<file path="src/rtl/wfb_seq_pkg.sv">
package wfb_seq_pkg;

  // Slot output select encodings
  localparam logic [1:0] SEL_FULL = 2'b00;
  localparam logic [1:0] SEL_HI   = 2'b01;
  localparam logic [1:0] SEL_LO   = 2'b10;
  localparam logic [1:0] SEL_CRC  = 2'b11;

  // Channel subset codes
  localparam logic [3:0] CODE_ALL    = 4'h0;
  localparam logic [3:0] CODE_NEU    = 4'h4;
  localparam logic [3:0] CODE_SINGLE = 4'hF;

  // Slot counter width and largest slot index (fixed-rate, all channels)
  localparam int unsigned SLOT_W    = 3;
  localparam int unsigned SLOT_MAX  = 6;

  typedef enum logic [1:0] {
    ST_IDLE   = 2'd0,
    ST_STREAM = 2'd1,
    ST_SINGLE = 2'd2,
    ST_CRC    = 2'd3
  } seq_st_e;

endpackage

</file>
<file path="src/rtl/wfb_slot_map.sv">
// Decodes (data type, channel code, slot index) into set offset, half select
// and an end-of-set flag.
module wfb_slot_map
  import wfb_seq_pkg::*;
#(
  parameter int unsigned OFF_W = 3
) (
  input  logic              resamp,
  input  logic [3:0]        chan,
  input  logic [SLOT_W-1:0] slot,
  output logic [OFF_W-1:0]  off,
  output logic [1:0]        sel,
  output logic              last
);

  logic [1:0] ph;
  logic       is_phase;

  assign ph       = chan[1:0] - 2'd1;
  assign is_phase = (chan == 4'h1) || (chan == 4'h2) || (chan == 4'h3);

  always_comb begin
    off  = '0;
    sel  = SEL_FULL;
    last = 1'b0;
    if (!resamp) begin
      if (is_phase) begin
        off  = OFF_W'({ph, slot[0]});
        last = slot[0];
      end else if (chan == CODE_NEU) begin
        off  = OFF_W'(6);
        last = 1'b1;
      end else begin
        off  = OFF_W'(slot);
        last = (slot == SLOT_W'(SLOT_MAX));
      end
    end else begin
      if (is_phase) begin
        off  = OFF_W'(ph);
        sel  = slot[0] ? SEL_LO : SEL_HI;
        last = slot[0];
      end else if (chan == CODE_NEU) begin
        off  = OFF_W'(3);
        last = 1'b1;
      end else begin
        off  = OFF_W'(slot[SLOT_W-1:1]);
        sel  = slot[0] ? SEL_LO : SEL_HI;
        last = (slot == SLOT_W'(5));
      end
    end
  end

endmodule

</file>
<file path="src/rtl/wfb_set_base.sv">
// Holds the current sample-set base, aligns it on load, steps it by the
// data-type stride, wrapping modulo the buffer size.
module wfb_set_base #(
  parameter int unsigned ADDR_W = 11,
  parameter int unsigned FIX_LG = 3,
  parameter int unsigned RES_LG = 2
) (
  input  logic              clk,
  input  logic              rst_n,
  input  logic              load,
  input  logic [ADDR_W-1:0] load_addr,
  input  logic              load_raw,
  input  logic              resamp,
  input  logic              adv,
  output logic [ADDR_W-1:0] base
);

  localparam logic [ADDR_W-1:0] FIX_STRIDE = ADDR_W'(1) << FIX_LG;
  localparam logic [ADDR_W-1:0] RES_STRIDE = ADDR_W'(1) << RES_LG;
  localparam logic [ADDR_W-1:0] FIX_MASK   = ~(FIX_STRIDE - ADDR_W'(1));
  localparam logic [ADDR_W-1:0] RES_MASK   = ~(RES_STRIDE - ADDR_W'(1));

  logic [ADDR_W-1:0] base_q, base_d, stride;
  logic              base_en;

  assign stride  = resamp ? RES_STRIDE : FIX_STRIDE;
  assign base_en = load | adv;

  always_comb begin
    base_d = base_q;
    if (load) begin
      if (load_raw)    base_d = load_addr;
      else if (resamp) base_d = load_addr & RES_MASK;
      else             base_d = load_addr & FIX_MASK;
    end else if (adv) begin
      base_d = base_q + stride;
    end
  end

  always_ff @(posedge clk or negedge rst_n) begin
    if (!rst_n)       base_q <= '0;
    else if (base_en) base_q <= base_d;
  end

  assign base = base_q;

  // a set step moves the base by exactly one stride, modulo size
  a_r9_stride_step: assert property (@(posedge clk) disable iff (!rst_n)
    (adv && !load) |=> (base_q == $past(base_q) + $past(stride)));

endmodule

</file>
<file path="src/rtl/wfb_burst_seq.sv">
module wfb_burst_seq
  import wfb_seq_pkg::*;
#(
  parameter int unsigned ADDR_W = 11,
  parameter int unsigned FIX_LG = 3,
  parameter int unsigned RES_LG = 2
) (
  input  logic              clk,
  input  logic              rst_n,
  input  logic              cmd_load,
  input  logic [ADDR_W-1:0] cmd_addr,
  input  logic [3:0]        cmd_chan,
  input  logic              cmd_resamp,
  input  logic              cmd_burst,
  input  logic              slot_next,
  input  logic              seq_stop,
  output logic [ADDR_W-1:0] rd_addr,
  output logic [1:0]        rd_sel,
  output logic              seq_active
);

  localparam int unsigned OFF_W = FIX_LG;

  seq_st_e           st_q, st_d;
  logic [SLOT_W-1:0] slot_q, slot_d;
  logic [3:0]        chan_q, chan_d;
  logic              rs_q, rs_d;
  logic              burst_q, burst_d;
  logic              ctl_en;
  logic              adv;

  logic [OFF_W-1:0]  map_off;
  logic [1:0]        map_sel;
  logic              map_last;
  logic [ADDR_W-1:0] base;

  wfb_slot_map #(.OFF_W(OFF_W)) u_map (
    .resamp (rs_q),
    .chan   (chan_q),
    .slot   (slot_q),
    .off    (map_off),
    .sel    (map_sel),
    .last   (map_last)
  );

  wfb_set_base #(.ADDR_W(ADDR_W), .FIX_LG(FIX_LG), .RES_LG(RES_LG)) u_base (
    .clk       (clk),
    .rst_n     (rst_n),
    .load      (cmd_load),
    .load_addr (cmd_addr),
    .load_raw  (cmd_chan == CODE_SINGLE),
    .resamp    (cmd_load ? cmd_resamp : rs_q),
    .adv       (adv),
    .base      (base)
  );

  // Next-state
  always_comb begin
    st_d    = st_q;
    slot_d  = slot_q;
    chan_d  = chan_q;
    rs_d    = rs_q;
    burst_d = burst_q;
    adv     = 1'b0;
    if (cmd_load) begin
      st_d    = (cmd_chan == CODE_SINGLE) ? ST_SINGLE : ST_STREAM;
      slot_d  = '0;
      chan_d  = cmd_chan;
      rs_d    = cmd_resamp;
      burst_d = cmd_burst;
    end else if (seq_stop) begin
      st_d   = ST_IDLE;
      slot_d = '0;
    end else if (slot_next) begin
      case (st_q)
        ST_STREAM: begin
          if (map_last) begin
            slot_d = '0;
            adv    = 1'b1;
          end else begin
            slot_d = slot_q + SLOT_W'(1);
          end
        end
        ST_SINGLE: if (!burst_q) st_d = ST_CRC;
        default: ;
      endcase
    end
  end

  assign ctl_en = cmd_load | seq_stop | slot_next;

  // Registers
  always_ff @(posedge clk or negedge rst_n) begin
    if (!rst_n) begin
      st_q    <= ST_IDLE;
      slot_q  <= '0;
      chan_q  <= '0;
      rs_q    <= 1'b0;
      burst_q <= 1'b0;
    end else if (ctl_en) begin
      st_q    <= st_d;
      slot_q  <= slot_d;
      chan_q  <= chan_d;
      rs_q    <= rs_d;
      burst_q <= burst_d;
    end
  end

  // Outputs
  always_comb begin
    rd_addr = base;
    rd_sel  = SEL_FULL;
    case (st_q)
      ST_STREAM: begin
        rd_addr = base + ADDR_W'(map_off);
        rd_sel  = map_sel;
      end
      ST_CRC:  rd_sel = SEL_CRC;
      default: ;
    endcase
  end

  assign seq_active = (st_q != ST_IDLE);

  // slot counter never passes the largest slot of any pattern
  a_r4_slot_bound: assert property (@(posedge clk) disable iff (!rst_n)
    (st_q == ST_STREAM) |-> (slot_q <= SLOT_W'(SLOT_MAX)));

  // once the CRC slot is reached it persists until a new command or stop
  a_r7_crc_sticky: assert property (@(posedge clk) disable iff (!rst_n)
    (rd_sel == SEL_CRC && !cmd_load && !seq_stop) |=> (rd_sel == SEL_CRC));

  // burst single-address slots repeat the same word
  a_r8_burst_repeat: assert property (@(posedge clk) disable iff (!rst_n)
    (st_q == ST_SINGLE && burst_q && slot_next && !cmd_load && !seq_stop)
      |=> ($stable(rd_addr) && rd_sel == SEL_FULL));

  // stop leads to idle; idle ignores the slot strobe
  a_r10_stop_idles: assert property (@(posedge clk) disable iff (!rst_n)
    (seq_stop && !cmd_load) |=> !seq_active);

  a_r10_idle_hold: assert property (@(posedge clk) disable iff (!rst_n)
    (!seq_active && !cmd_load) |=> ($stable(rd_addr) && !seq_active));

endmodule

</file>
<file path="config.mk">
export PLATFORM = sky130hd
export DESIGN_NAME = wfb_burst_seq
export DESIGN_NICKNAME = d
export VERILOG_FILES = /design/src/rtl/wfb_seq_pkg.sv /design/src/rtl/wfb_slot_map.sv /design/src/rtl/wfb_set_base.sv /design/src/rtl/wfb_burst_seq.sv
export SDC_FILE = /design/constraint.sdc
export NUM_CORES = 1
export LEC_CHECK = 0
export CAP_MARGIN = 40
export CORE_ASPECT_RATIO = 1.25
export CORE_UTILIZATION = 51
export DETAILED_ROUTE_END_ITERATION = 12
export HOLD_SLACK_MARGIN = 0.1
export PLACE_DENSITY = 0.8
export SLEW_MARGIN = 25
export SYNTH_ARGS = -nofsm -noshare
export SYNTH_HDL_FRONTEND = slang
export SYNTH_SLANG_ARGS = --single-unit
</file>
<file path="constraint.sdc">
create_clock -name clk -period 3.08 [get_ports clk]
set_input_delay 0.308 -clock clk [delete_from_list [all_inputs] [get_ports clk]]
set_output_delay 0.308 -clock clk [all_outputs]
set_load 0.02 [all_outputs]
</file>
==> qor.txt <==
FMAX - 296 MHz
Fillers - 207
DRT antenna net count - 0
Register area - 552 sq um
Clock slew seen by the registers of the worst setup and hold paths - 150 ps
Wire per inst - 18.9 um
Pre-CTS setup slack - -436 ps
Tot GR Track Use - 0.325
Met2 wire length - 2830 um
Area leader, netlist - dfrtp_1
Drt first pass iters - 5
Status - complete, but fails checks
CP arrival - 3070 ps
Gr ovfl total - 0
Core area - 3030 sq um
Worst setup SP type - flip-flop
Synthesized cell area - 1660 sq um
Yosys warnings - 0
Synthesized Nets - 226
Synth area leaders - dfrtp_1 33%, ha_1 9.0%, a31oi_1 3.4%
Met1 Wirelength - 2030 um
Failing checks - setup timing
Min Hold Slack - 273 ps
Fin. Hold Viols - 0
Port Buf Inserts - 35
Synth Area per Inst - 8.75 sq um
Static Leak - 0.973 nW
Layout cell share with drive strength beyond 1 - 0.268
H-Tree Depth - 1
Pins over their slew limit - 0
Vias/cell - 6.36
Netlist cell types - 40
Setup TNS - -2420 ps
Area after DPL - 2150 sq um
Commonest non-fill, non-tap cell in the layout - buf_4
Placed Cells - 269
Clk_lat worst skew - 330 ps
Worst Path Max Fanout - 4
Num rows - 22
Final period util - 1.10
Routed wl met3 - 269 um
Final WS setup - -295 ps
Sink Count - 22
WP data required - 2770 ps
DR iter-0 viols - 76
Layout Nets - 276
Initial antenna violation count - 0
Largest net degree at the start of global routing - 21
Syn-to-layout area delta - 41.7%
Placer Congestion - 0.813
Num CTS Buffers - 3
CTS tree - built
Die Ht - 65.8 um
Synth top area share - 0.331
Commonest non-fill, non-tap cells in the layout - 25 x buf_4, 24 x clkdlybuf4s50_1, 21 x dfrtp_1, 15 x nand2_1, 14 x nor2_1
RSZ-0062 raised after global routing - true
Clock Tree Root - clkbuf_4
Post-route minimum period - 3370 ps
Post-Syn Instances - 190
Deepest clock path buffer count - 2
Via Count - 1,748
Setup-failing EPs final - 10
Maxcap violations - 0
Initial core utilization - 0.549
Number of diodes - 0
Post-route cell area - 2360 sq um
Clk_skew - 10.6 ps
Pwr dens - 385 nW/um^2
WL final - 5190 um
FF+latch count, synth - 22
Max-slew headroom - 0.541
Final std cells w/o fill - 275
Tot Pwr - 908 uW
Worst-Margin Slew - 688 ps
Vias in the first global route - 1,832
Die area - 3490 sq um
DIE WIDTH - 53.1 um
Crit end category - primary output
Multi-input gate area - 1170 sq um
DRC - 0
Io pins - 36
Uppermost layer routed - met4
HPWL after DPL - 3460 um
VDD IR max - 0.284 mV
Worst Hold Class - primary input to async pin
Critical path class - flip-flop to primary output
Fin util - 0.778
Sequential element share of the synthesized area - 0.331
Global-route wire length before repair - 8280 um
## flip-flops by register name, summed over array words and instances, names as in the netlist
| name | cells |
|---|---|
| burst_q | 1 |
| u_base.base | 11 |
| rs_q | 1 |
| chan_q | 4 |
| slot_q | 3 |
| st_q | 2 |
## metal layers
layer | GRT usage | up-vias
met4 | 0.118 | 0
met2 | 0.612 | 77
met5 | 0 | -
met3 | 0.0345 | 9
li1 | - | 797
met1 | 0.361 | 865
## cells in the mapped netlist, drive strengths merged
library cell / instances
nand2: 15
xnor2: 3
a21oi: 6
nor2b: 2
nand2b: 1
clkinv: 1
or2: 2
nand3b: 2
nor3: 4
or4b: 2
nor3b: 1
a21o: 2
mux2i: 3
o211ai: 2
nand3: 5
nor2: 15
o2bb2ai: 2
o22ai: 4
o41ai: 1
o311ai: 2
clkbuf: 7
fa: 2
xor2: 6
a21boi: 1
inv: 12
a31oi: 9
o31ai: 5
buf: 3
nand4: 5
or4: 6
o21ai: 10
or3: 3
dfrtp: 22
nor4: 4
and4bb: 1
ha: 12
and4: 2
mux2: 4
o32a: 1
## repair_timing
action                     CTS  global route
gates resized for setup     74            13
setup endpoints to repair   11            10
buffers inserted             3             0
pin swaps                   13             5
hold buffers                 0             0
## worst max-delay path, stage by stage (launching register included)
cell	delay, ps
dfrtp_2	470
inv_2	100
ha_4	170
nor3_4	50
or3_4	360
mux2i_2	220
mux2i_1	130
ha_1	300
a21o_1	120
a21oi_1	60
buf_4	160
nor4_2	250
xor2_1	190
buf_4	160
## cell type report
| type | count | area share |
|---|---|---|
| repair buffers | 55 | 0.206 |
| well taps | 36 | 0.0191 |
| flip-flops and latches | 22 | 0.234 |
| multi-input cells | 145 | 0.498 |
| inverters | 13 | 0.0207 |
| clock inverters | 1 | 0.0127 |
| clock buffers | 3 | 0.00956 |
## path summary, 6_finish.rpt
kind	to	depth (start not counted)	slack, ps	from
worst max-delay path	rd_addr[7]	13	-290	chan_q[0]
worst min-delay path	u_base.base[8]	1	270	rst_n
worst max register to register	u_base.base[9]	8	610	chan_q[0]
worst min register to register	burst_q	2	560	burst_q
max in group asynchronous	chan_q[0]	2	2330	rst_n
min in group clk	u_base.base[6]	3	520	cmd_addr[6]
## power breakdown
| part | switching, mW | leakage, nW | total (mW) | internal, mW |
|---|---|---|---|---|
| Clock | 0.106 | 0.0279 | 0.237 | 0.132 |
| Combinational | 0.177 | 0.677 | 0.329 | 0.153 |
| Sequential | 0.0311 | 0.269 | 0.341 | 0.310 |
## cell families (layout without fill, tap and decap cells)
logic type / Yosys count / after routing / share of synthesized area
flip-flops: 22 / 22 / 0.331
AND/OR/NAND/NOR: 70 / 70 / 0.229
multiplexers: 7 / 7 / 0.0451
adder cells (fa/ha/maj): 14 / 14 / 0.114
XOR/XNOR: 9 / 9 / 0.0474
AO/OA/AOI/OAI: 45 / 45 / 0.175
buffers and inverters: 23 / 72 / 0.0579
Note: power is estimated with default switching activity, not from simulation.
